===== config.mk =====
export PLATFORM = sky130hd
export DESIGN_NAME = wp_guard
export DESIGN_NICKNAME = d
export VERILOG_FILES = /design/src/rtl/wp_pkg.sv /design/src/rtl/wp_region.sv /design/src/rtl/wp_span.sv /design/src/rtl/wp_guard.sv
export SDC_FILE = /design/constraint.sdc
export NUM_CORES = 1
export LEC_CHECK = 0
export CAP_MARGIN = 30
export CORE_MARGIN = 3
export CORE_UTILIZATION = 38
export CTS_CLUSTER_SIZE = 28
export DETAILED_ROUTE_END_ITERATION = 7
export SYNTH_ARGS = -nofsm -noshare
export SYNTH_HDL_FRONTEND = slang
export SYNTH_SLANG_ARGS = --single-unit

===== constraint.sdc =====
create_clock -name clk -period 5.8 [get_ports clk]
set_input_delay 0.58 -clock clk [delete_from_list [all_inputs] [get_ports clk]]
set_output_delay 0.58 -clock clk [all_outputs]
set_load 0.1 [all_outputs]

===== src/rtl/wp_pkg.sv =====
package wp_pkg;

    // Request size codes
    typedef enum logic [1:0] {
        REQ_PAGE   = 2'd0,
        REQ_SECTOR = 2'd1,
        REQ_BLOCK  = 2'd2,
        REQ_CHIP   = 2'd3
    } req_size_e;

    // Protection controls as one bundle
    typedef struct packed {
        logic       sec;
        logic       tb;
        logic [2:0] bp;
        logic       cmp;
    } prot_cfg_t;

    localparam int unsigned PAGE_SH   = 8;
    localparam int unsigned SECTOR_SH = 12;
    localparam int unsigned BLOCK_SH  = 16;
    // Largest sector-mode level above the first unit (32 kB = 4 kB << 3)
    localparam int unsigned SECTOR_CAP = 3;

    // log2 of the protected length for size codes 1..6
    function automatic int unsigned region_shift(input logic sec, input logic [2:0] bp);
        int unsigned lvl;
        lvl = int'(bp) - 1;
        if (sec) begin
            if (lvl > SECTOR_CAP) lvl = SECTOR_CAP;
            return SECTOR_SH + lvl;
        end
        return BLOCK_SH + lvl;
    endfunction

    // log2 of the span covered by a request size code
    function automatic int unsigned span_shift(input req_size_e sz);
        case (sz)
            REQ_PAGE:   return PAGE_SH;
            REQ_SECTOR: return SECTOR_SH;
            default:    return BLOCK_SH;
        endcase
    endfunction

endpackage


===== src/rtl/wp_region.sv =====
module wp_region
    import wp_pkg::*;
#(
    parameter int unsigned ADDR_W = 22
) (
    input  prot_cfg_t          cfg,
    output logic               any,
    output logic [ADDR_W-1:0]  lo,
    output logic [ADDR_W-1:0]  hi
);
    localparam logic [ADDR_W-1:0] ONE  = ADDR_W'(1);
    localparam logic [ADDR_W-1:0] FULL = {ADDR_W{1'b1}};

    logic              base_none, base_all;
    logic [ADDR_W-1:0] len_m1;

    always_comb begin
        base_none = (cfg.bp == 3'b000);
        base_all  = (cfg.bp == 3'b111);
        len_m1    = (ONE << region_shift(cfg.sec, cfg.bp)) - ONE;
        any = 1'b0;
        lo  = '0;
        hi  = '0;
        if (!cfg.cmp) begin
            if (base_all) begin
                any = 1'b1;
                hi  = FULL;
            end else if (!base_none) begin
                any = 1'b1;
                lo  = cfg.tb ? '0     : ~len_m1;
                hi  = cfg.tb ? len_m1 : FULL;
            end
        end else begin
            if (base_none) begin
                any = 1'b1;
                hi  = FULL;
            end else if (!base_all) begin
                // complement of a region anchored at one end is anchored at the other
                any = 1'b1;
                lo  = cfg.tb ? len_m1 + ONE : '0;
                hi  = cfg.tb ? FULL         : ~len_m1 - ONE;
            end
        end
    end
endmodule


===== src/rtl/wp_span.sv =====
module wp_span
    import wp_pkg::*;
#(
    parameter int unsigned ADDR_W = 22
) (
    input  logic [ADDR_W-1:0] addr,
    input  req_size_e         size,
    output logic [ADDR_W-1:0] lo,
    output logic [ADDR_W-1:0] hi
);
    localparam logic [ADDR_W-1:0] ONE = ADDR_W'(1);

    logic [ADDR_W-1:0] mask;

    always_comb begin
        mask = (ONE << span_shift(size)) - ONE;
        if (size == REQ_CHIP) begin
            lo = '0;
            hi = {ADDR_W{1'b1}};
        end else begin
            lo = addr & ~mask;
            hi = (addr & ~mask) | mask;
        end
    end
endmodule


===== src/rtl/wp_guard.sv =====
module wp_guard
    import wp_pkg::*;
#(
    parameter int unsigned ADDR_W = 22
) (
    input  logic              clk,
    input  logic              rst,
    input  logic              req_valid,
    input  logic              cfg_sec,
    input  logic              cfg_tb,
    input  logic [2:0]        cfg_bp,
    input  logic              cfg_cmp,
    input  logic [ADDR_W-1:0] req_addr,
    input  logic [1:0]        req_size,
    output logic              res_valid,
    output logic              res_hit,
    output logic              prot_any,
    output logic [ADDR_W-1:0] prot_lo,
    output logic [ADDR_W-1:0] prot_hi
);
    prot_cfg_t         cfg;
    logic              r_any;
    logic [ADDR_W-1:0] r_lo, r_hi, s_lo, s_hi;
    logic              hit_c;

    assign cfg = '{sec: cfg_sec, tb: cfg_tb, bp: cfg_bp, cmp: cfg_cmp};

    wp_region #(.ADDR_W(ADDR_W)) u_region (
        .cfg (cfg),
        .any (r_any),
        .lo  (r_lo),
        .hi  (r_hi)
    );

    wp_span #(.ADDR_W(ADDR_W)) u_span (
        .addr (req_addr),
        .size (req_size_e'(req_size)),
        .lo   (s_lo),
        .hi   (s_hi)
    );

    assign hit_c = r_any && (s_lo <= r_hi) && (s_hi >= r_lo);

    always_ff @(posedge clk) begin
        if (rst) begin
            res_valid <= 1'b0;
            res_hit   <= 1'b0;
            prot_any  <= 1'b0;
            prot_lo   <= '0;
            prot_hi   <= '0;
        end else begin
            res_valid <= req_valid;
            if (req_valid) begin
                res_hit  <= hit_c;
                prot_any <= r_any;
                prot_lo  <= r_lo;
                prot_hi  <= r_hi;
            end
        end
    end
endmodule


==> results.py, run 1 <==
metrics = {
    "outcome": {
        "outcome": "finished clean",
    },
    "global_route": {
        "grt_antenna_before_repair": 0,
        "grt-ovfl-total": 0,
        "grt_pass1_vias": 3884,
        "grt_pass1_wl_um": 20300,
        "grt_max_degree": 53,
        "grt_use_total_pct": 21.7,
    },
    "finish": {
        "area_growth_pct": 25.1,
        "fillerInstances": 1048,
        "drive_gt1_share_pct": 5.88,
        "nNetsFinal": 695,
        "finalNonFillerCells": 748,
        "antenna_cells": 0,
        "utilization_pct": 49.4,
    },
    "timing": {
        "setup_viol": 0,
        "hold_violations": 0,
        "tns_ns": 0,
        "min_period_ns": 4.49,
        "clock_skew_ns": 0,
        "tightestPinTransition_ns": 1.02,
        "slew_headroom_pct": 31.5,
        "finalCritPeriodShare_pct": 77.4,
        "max_freq_mhz": 223,
        "fin_ws_ns": 1.31,
        "rsz0062_at_grt": "false",
        "finalMaxSlewViolations": 0,
    },
    "floorplanning": {
        "io_pins": 80,
        "core_sq_um": 10400,
        "initial_core_util_pct": 39.5,
        "num_rows": 37,
        "die-area_sq_um": 12100,
        "die_height_um": 110,
        "die_x_um": 110,
    },
    "detailed_routing": {
        "firstDrtPassIters": 5,
        "vias": 4128,
        "wl_um": 13100,
        "drtIter0Drc": 255,
        "drc_errors": 0,
        "wire_per_inst_um": 17.5,
        "vias_per_cell": 5.52,
        "antenna_left": 0,
    },
    "place": {
        "placed_cells": 740,
        "place_hpwl_um": 10200,
        "dp_slack_ns": 1.05,
        "io_buffers": 75,
        "finalWeightedCongestion": 0.915,
    },
    "synth": {
        "ys.flop_type": "dfxtp_1",
        "yosysTopAreaCell": "dfxtp_1",
        "yosysWarnings": 0,
        "synth_cells": 534,
        "synth-edff-count": 0,
        "synth_area_leaders": "dfxtp_1, ha_1, a21oi_1",
        "ys_ff_latch": 47,
        "ys_seq_area_share_pct": 22.9,
        "yosysUniqueCellTypes": 62,
        "synth_top_area_share_pct": 22.9,
        "yosysMostFrequentCell": "ha_1",
        "synth_area_per_cell_sq_um": 7.70,
        "synth-async-reset-ratio_pct": 0,
        "synth_common_cells": "ha_1, nor2_1, a21oi_1, nand2_1, dfxtp_1",
        "synthesis.area_sq_um": 4110,
    },
    "worst_setup_path": {
        "worstSetupStartpointType": "input port",
        "worst_ep_required_time_ns": 6.02,
        "regToRegEndpoint": "res_hit$_SDFFE_PP0P_",
        "reg2reg_depth": 4,
        "r2r-start": "res_hit$_SDFFE_PP0P_",
        "worstSetupEndpointType": "register",
        "worstSetupPathType": "in -> reg",
        "reg2reg_slack_ns": 4.73,
        "arrival_ns": 4.71,
        "crit_fanout": 11,
    },
    "flow_run": {
        "drv_cap": 0,
    },
    "pwr": {
        "power_switching_w": 0.000471,
        "p_clk_share_pct": 26.7,
        "swShare_pct": 41.4,
        "ir_worst_vdd_mv": 0.103,
        "internal-power_w": 0.000666,
        "pwr-share-seq_pct": 31.1,
        "power_frac_comb_pct": 42.3,
        "p_per_area_nw_per_um2": 221,
        "p_leak_nw": 2.05,
    },
    "cts": {
        "clock_latency_ns": 0.30,
        "cts_buffers": 5,
        "clock_path_buffers": 2,
        "clk_pin_slew_ns": 0.11,
        "cts_setup_buffers": 0,
        "clockRootBuffer": "clkbuf_8",
        "hold_buffers": 0,
        "htreeDepth": 2,
        "ctsResizeCount": 0,
        "cts.sinks": 47,
        "cts_tree": "built",
    },
    "worst_hold_path": {
        "hold-path-endpoint": "prot_hi[0]$_SDFFE_PP0P_",
        "worstHoldStart": "prot_hi[0]$_SDFFE_PP0P_",
        "hold_class": "reg -> reg",
        "holdPathStages": 1,
    },
}
[sequential cells by signal (all words and copies together), names as in the netlist]
signal and cells:
res_valid 1, res_hit 1, prot_lo 22, prot_any 1, prot_hi 22
[metal layers]
layer | global-route usage (%) | wire length, um | vias up
met5 | 0 | 0 | -
met2 | 35.2 | 6040 | 150
met1 | 30.9 | 5920 | 1912
met4 | 4.90 | 176 | 0
li1 | - | - | 2053
met3 | 2.56 | 948 | 13
[critical path, stage by stage]
cell,delay [ns]
clkdlybuf4s50_1,0.70
inv_1,0.22
ha_1,0.37
or4_4,0.52
o21ai_2,0.26
nor2b_1,0.13
xnor2_1,0.16
a22oi_1,0.32
ha_1,0.33
a21oi_1,0.14
o21ai_0,0.12
a2111oi_0,0.40
o211ai_1,0.20
a21oi_1,0.18
a211oi_1,0.07
[power groups by stage]
stage	clock network [W]	registers, W	logic, W
after CTS	0.000311	0.000354	0.000470
after global routing	0.000321	0.000356	0.000518
final	0.000304	0.000353	0.000481
after floorplan	0	0.000505	0.000203
after detailed placement	0	0.000361	0.000468
after global placement	0	0.000360	0.000464
[cells by family after synthesis]
| kind of cell | after synthesis | share of synthesized area [%] |
|---|---|---|
| fa+ha+maj | 51 | 15.5 |
| buf+inv | 43 | 4.75 |
| xor+xnor | 13 | 2.77 |
| other cells | 2 | 0.183 |
| simple gates | 219 | 28.1 |
| flops | 47 | 22.9 |
| compound gates | 157 | 25.3 |
| mux | 2 | 0.487 |
[how the worst max path moves through the flow]
stage / to / cells after the start / from
2_1_floorplan: res_hit$_SDFFE_PP0P_ / 17 / cfg_bp[0]
3_3_place_gp: res_hit$_SDFFE_PP0P_ / 15 / cfg_bp[0]
3_5_place_dp: res_hit$_SDFFE_PP0P_ / 15 / cfg_bp[0]
4_1_cts: res_hit$_SDFFE_PP0P_ / 15 / cfg_bp[0]
5_1_grt: res_hit$_SDFFE_PP0P_ / 15 / cfg_bp[0]
6_report: res_hit$_SDFFE_PP0P_ / 15 / cfg_bp[0]
[cell type report]
cell class              instances  area, sq um  share of cell area (%)
inverters                      12         45.0                   0.876
clock buffers                   5         68.8                    1.34
clock inverters                 3         71.3                    1.39
well taps                     136          170                    3.31
flip-flops and latches         47          941                    18.3
multi-input cells             464         3050                    59.3
repair buffers                 81          796                    15.5
[cell usage in the layout, fill, tap and decap left out, types with 5 or more instances in the layout]
cell type	count
a211oi_1	16
a21o_1	8
a21oi_1	48
a31oi_1	6
and2_1	24
buf_4	6
clkbuf_8	5
clkdlybuf4s50_1	75
conb_1	22
dfxtp_1	47
ha_1	51
inv_1	12
nand2_1	48
nand2b_1	24
nand3_1	12
nand4_1	7
nor2_1	49
nor2b_1	15
nor3_1	6
o21a_1	6
o21ai_0	31
or2_2	7
or3_1	6
xnor2_1	8
xor2_1	5
[metrics by stage]
stage               area, sq um  hold slack, ns  total power [W]
finish                     5140           0.458          0.00114
global route               5140           0.477          0.00120
CTS                        5140           0.464          0.00113
detailed placement         5000           0.442         0.000829
global placement           5000           0.433         0.000824
floorplan                  4190           0.859         0.000708
(Power assumes the default switching activity.)
==> inputs of run 2 (changes only) <==
Clock period 5.8 ns to 4.2 ns, I/O delays scaled along.
==> results.py, run 2 (synthesis gave the netlist of run 1 again) <==
metrics = {
    "outcome": {
        "outcome": "finished clean",
    },
    "timing": {
        "min_period_ns": 3.79,
        "finalCritPeriodShare_pct": 90.3,
        "tightestPinTransition_ns": 0.993,
        "tns_ns": 0,
        "max_freq_mhz": 264,
        "setup_viol": 0,
        "hold_violations": 0,
        "finalMaxSlewViolations": 0,
        "slew_headroom_pct": 33.6,
        "rsz0062_at_grt": "false",
        "clock_skew_ns": 0,
    },
    "worst_setup_path": {
        "worst_ep_required_time_ns": 4.42,
        "reg2reg_depth": 4,
        "worstSetupEndpointType": "register",
        "worstSetupStartpointType": "input port",
        "crit_fanout": 7,
        "reg2reg_slack_ns": 3.14,
        "arrival_ns": 4.01,
        "worstSetupPathType": "in -> reg",
    },
    "cts": {
        "cts.sinks": 47,
        "cts_buffers": 5,
        "htreeDepth": 2,
        "cts_tree": "built",
        "hold_buffers": 0,
        "clock_path_buffers": 2,
        "clock_latency_ns": 0.32,
        "ctsResizeCount": 0,
        "clockRootBuffer": "clkbuf_8",
        "cts_setup_buffers": 0,
        "clk_pin_slew_ns": 0.11,
    },
    "global_route": {
        "grt_antenna_before_repair": 0,
        "grt-ovfl-total": 0,
        "grt_max_degree": 53,
        "grt_pass1_vias": 3973,
        "grt_pass1_wl_um": 20700,
        "grt_use_total_pct": 22.3,
    },
    "detailed_routing": {
        "vias_per_cell": 5.47,
        "antenna_left": 0,
        "wire_per_inst_um": 17.0,
        "vias": 4226,
        "wl_um": 13200,
        "drtIter0Drc": 271,
        "firstDrtPassIters": 5,
        "drc_errors": 0,
    },
    "floorplanning": {
        "io_pins": 80,
        "initial_core_util_pct": 39.5,
        "die_x_um": 110,
        "die_height_um": 110,
        "num_rows": 37,
        "core_sq_um": 10400,
        "die-area_sq_um": 12100,
    },
    "finish": {
        "antenna_cells": 0,
        "area_growth_pct": 28.9,
        "top_regs": "prot_hi: 22 flops, prot_lo: 22 flops",
        "utilization_pct": 50.9,
        "nNetsFinal": 719,
        "final_common_cell": "clkdlybuf4s50_1",
        "fillerInstances": 1089,
        "final_cell_mix": "clkdlybuf4s50_1, ha_1, nor2_1",
        "drive_gt1_share_pct": 9.43,
    },
    "place": {
        "place_hpwl_um": 10700,
        "finalWeightedCongestion": 0.903,
        "io_buffers": 75,
    },
    "pwr": {
        "ir_worst_vdd_mv": 0.153,
        "p_per_area_nw_per_um2": 290,
        "p_leak_nw": 2.16,
        "total_power_w": 0.00154,
    },
    "worst_hold_path": {
        "hold_class": "reg -> reg",
        "holdPathStages": 2,
    },
    "flow_run": {
        "drv_cap": 0,
    },
}
[run 2: cell count changes in the layout (fill, tap and decap cells not counted)]
cell	before	now
inv_8	1	0
clkinv_4	0	1
buf_4	6	30
inv_6	0	1
bufinv_16	2	1
[run 2: final timing paths]
check	start	endpoint
hold reg to reg	prot_hi[14]$_SDFFE_PP0P_	prot_hi[14]$_SDFFE_PP0P_
setup / recovery	cfg_bp[0]	res_hit$_SDFFE_PP0P_
hold / removal	prot_hi[14]$_SDFFE_PP0P_	prot_hi[14]$_SDFFE_PP0P_
setup reg to reg	res_hit$_SDFFE_PP0P_	res_hit$_SDFFE_PP0P_
[run 2: final cells by class]
| cell class | instances | area [sq um] | share of cell area (%) |
|---|---|---|---|
| Clock buffer | 5 | 68.8 | 1.30 |
| Tap cell | 136 | 170 | 3.21 |
| Timing Repair Buffer | 105 | 976 | 18.4 |
| Clock inverter | 3 | 47.5 | 0.897 |
| Inverter | 12 | 45.0 | 0.850 |
| Multi-Input combinational cell | 464 | 3050 | 57.6 |
| Sequential cell | 47 | 941 | 17.8 |
[run 2: where the power goes]
group,switching (W),internal (W),leakage (nW)
clock,0.000186,0.000181,0.0587
sequential,0.0000147,0.000474,0.387
combinational,0.000460,0.000221,1.71
[run 2: worst max-delay path: stages]
cell and delay, ns:
clkdlybuf4s50_1 0.49, inv_1 0.06, ha_1 0.23, or4_4 0.50, o21ai_2 0.21, nor2b_1 0.10, xnor2_1 0.17, a22oi_1 0.38
ha_1 0.34, a21oi_1 0.14, o21ai_0 0.14, a2111oi_0 0.40, o211ai_1 0.19, a21oi_1 0.17, a211oi_1 0.06
[run 2: layer usage]
metal / share of wire [%] / global-route usage [%] / vias to the layer above
li1: - / - / 2107
met1: 47 / 31.3 / 1955
met2: 45 / 35.2 / 138
met3: 5.3 / 2.68 / 26
met4: 2.5 / 7.66 / 0
met5: 0 / 0 / -
[run 2: per-stage QoR]
step	std cells	hold slack (ns)	setup slack [ns]	cell area [sq um]
detailed placement	764	0.442	0.0606	5180
global route	772	0.486	0.0829	5300
global placement	764	0.435	0.134	5180
floorplan	554	0.699	0.756	4190
finish	772	0.455	0.407	5300
CTS	772	0.456	0.405	5300
==> inputs of run 3 (changes only) <==
--- a/constraint.sdc
+++ b/constraint.sdc
@@ -3,2 +3,2 @@
 set_output_delay 0.42 -clock clk [all_outputs]
-set_load 0.1 [all_outputs]
+set_load 0.05 [all_outputs]
==> results of run 3 <==
The final DEF is identical to that of run 2. Status: finished clean.
Among the figures that moved: total power 0.00154 W -> 0.00143 W; worst IR drop on VDD 0.153 mV -> 0.137 mV
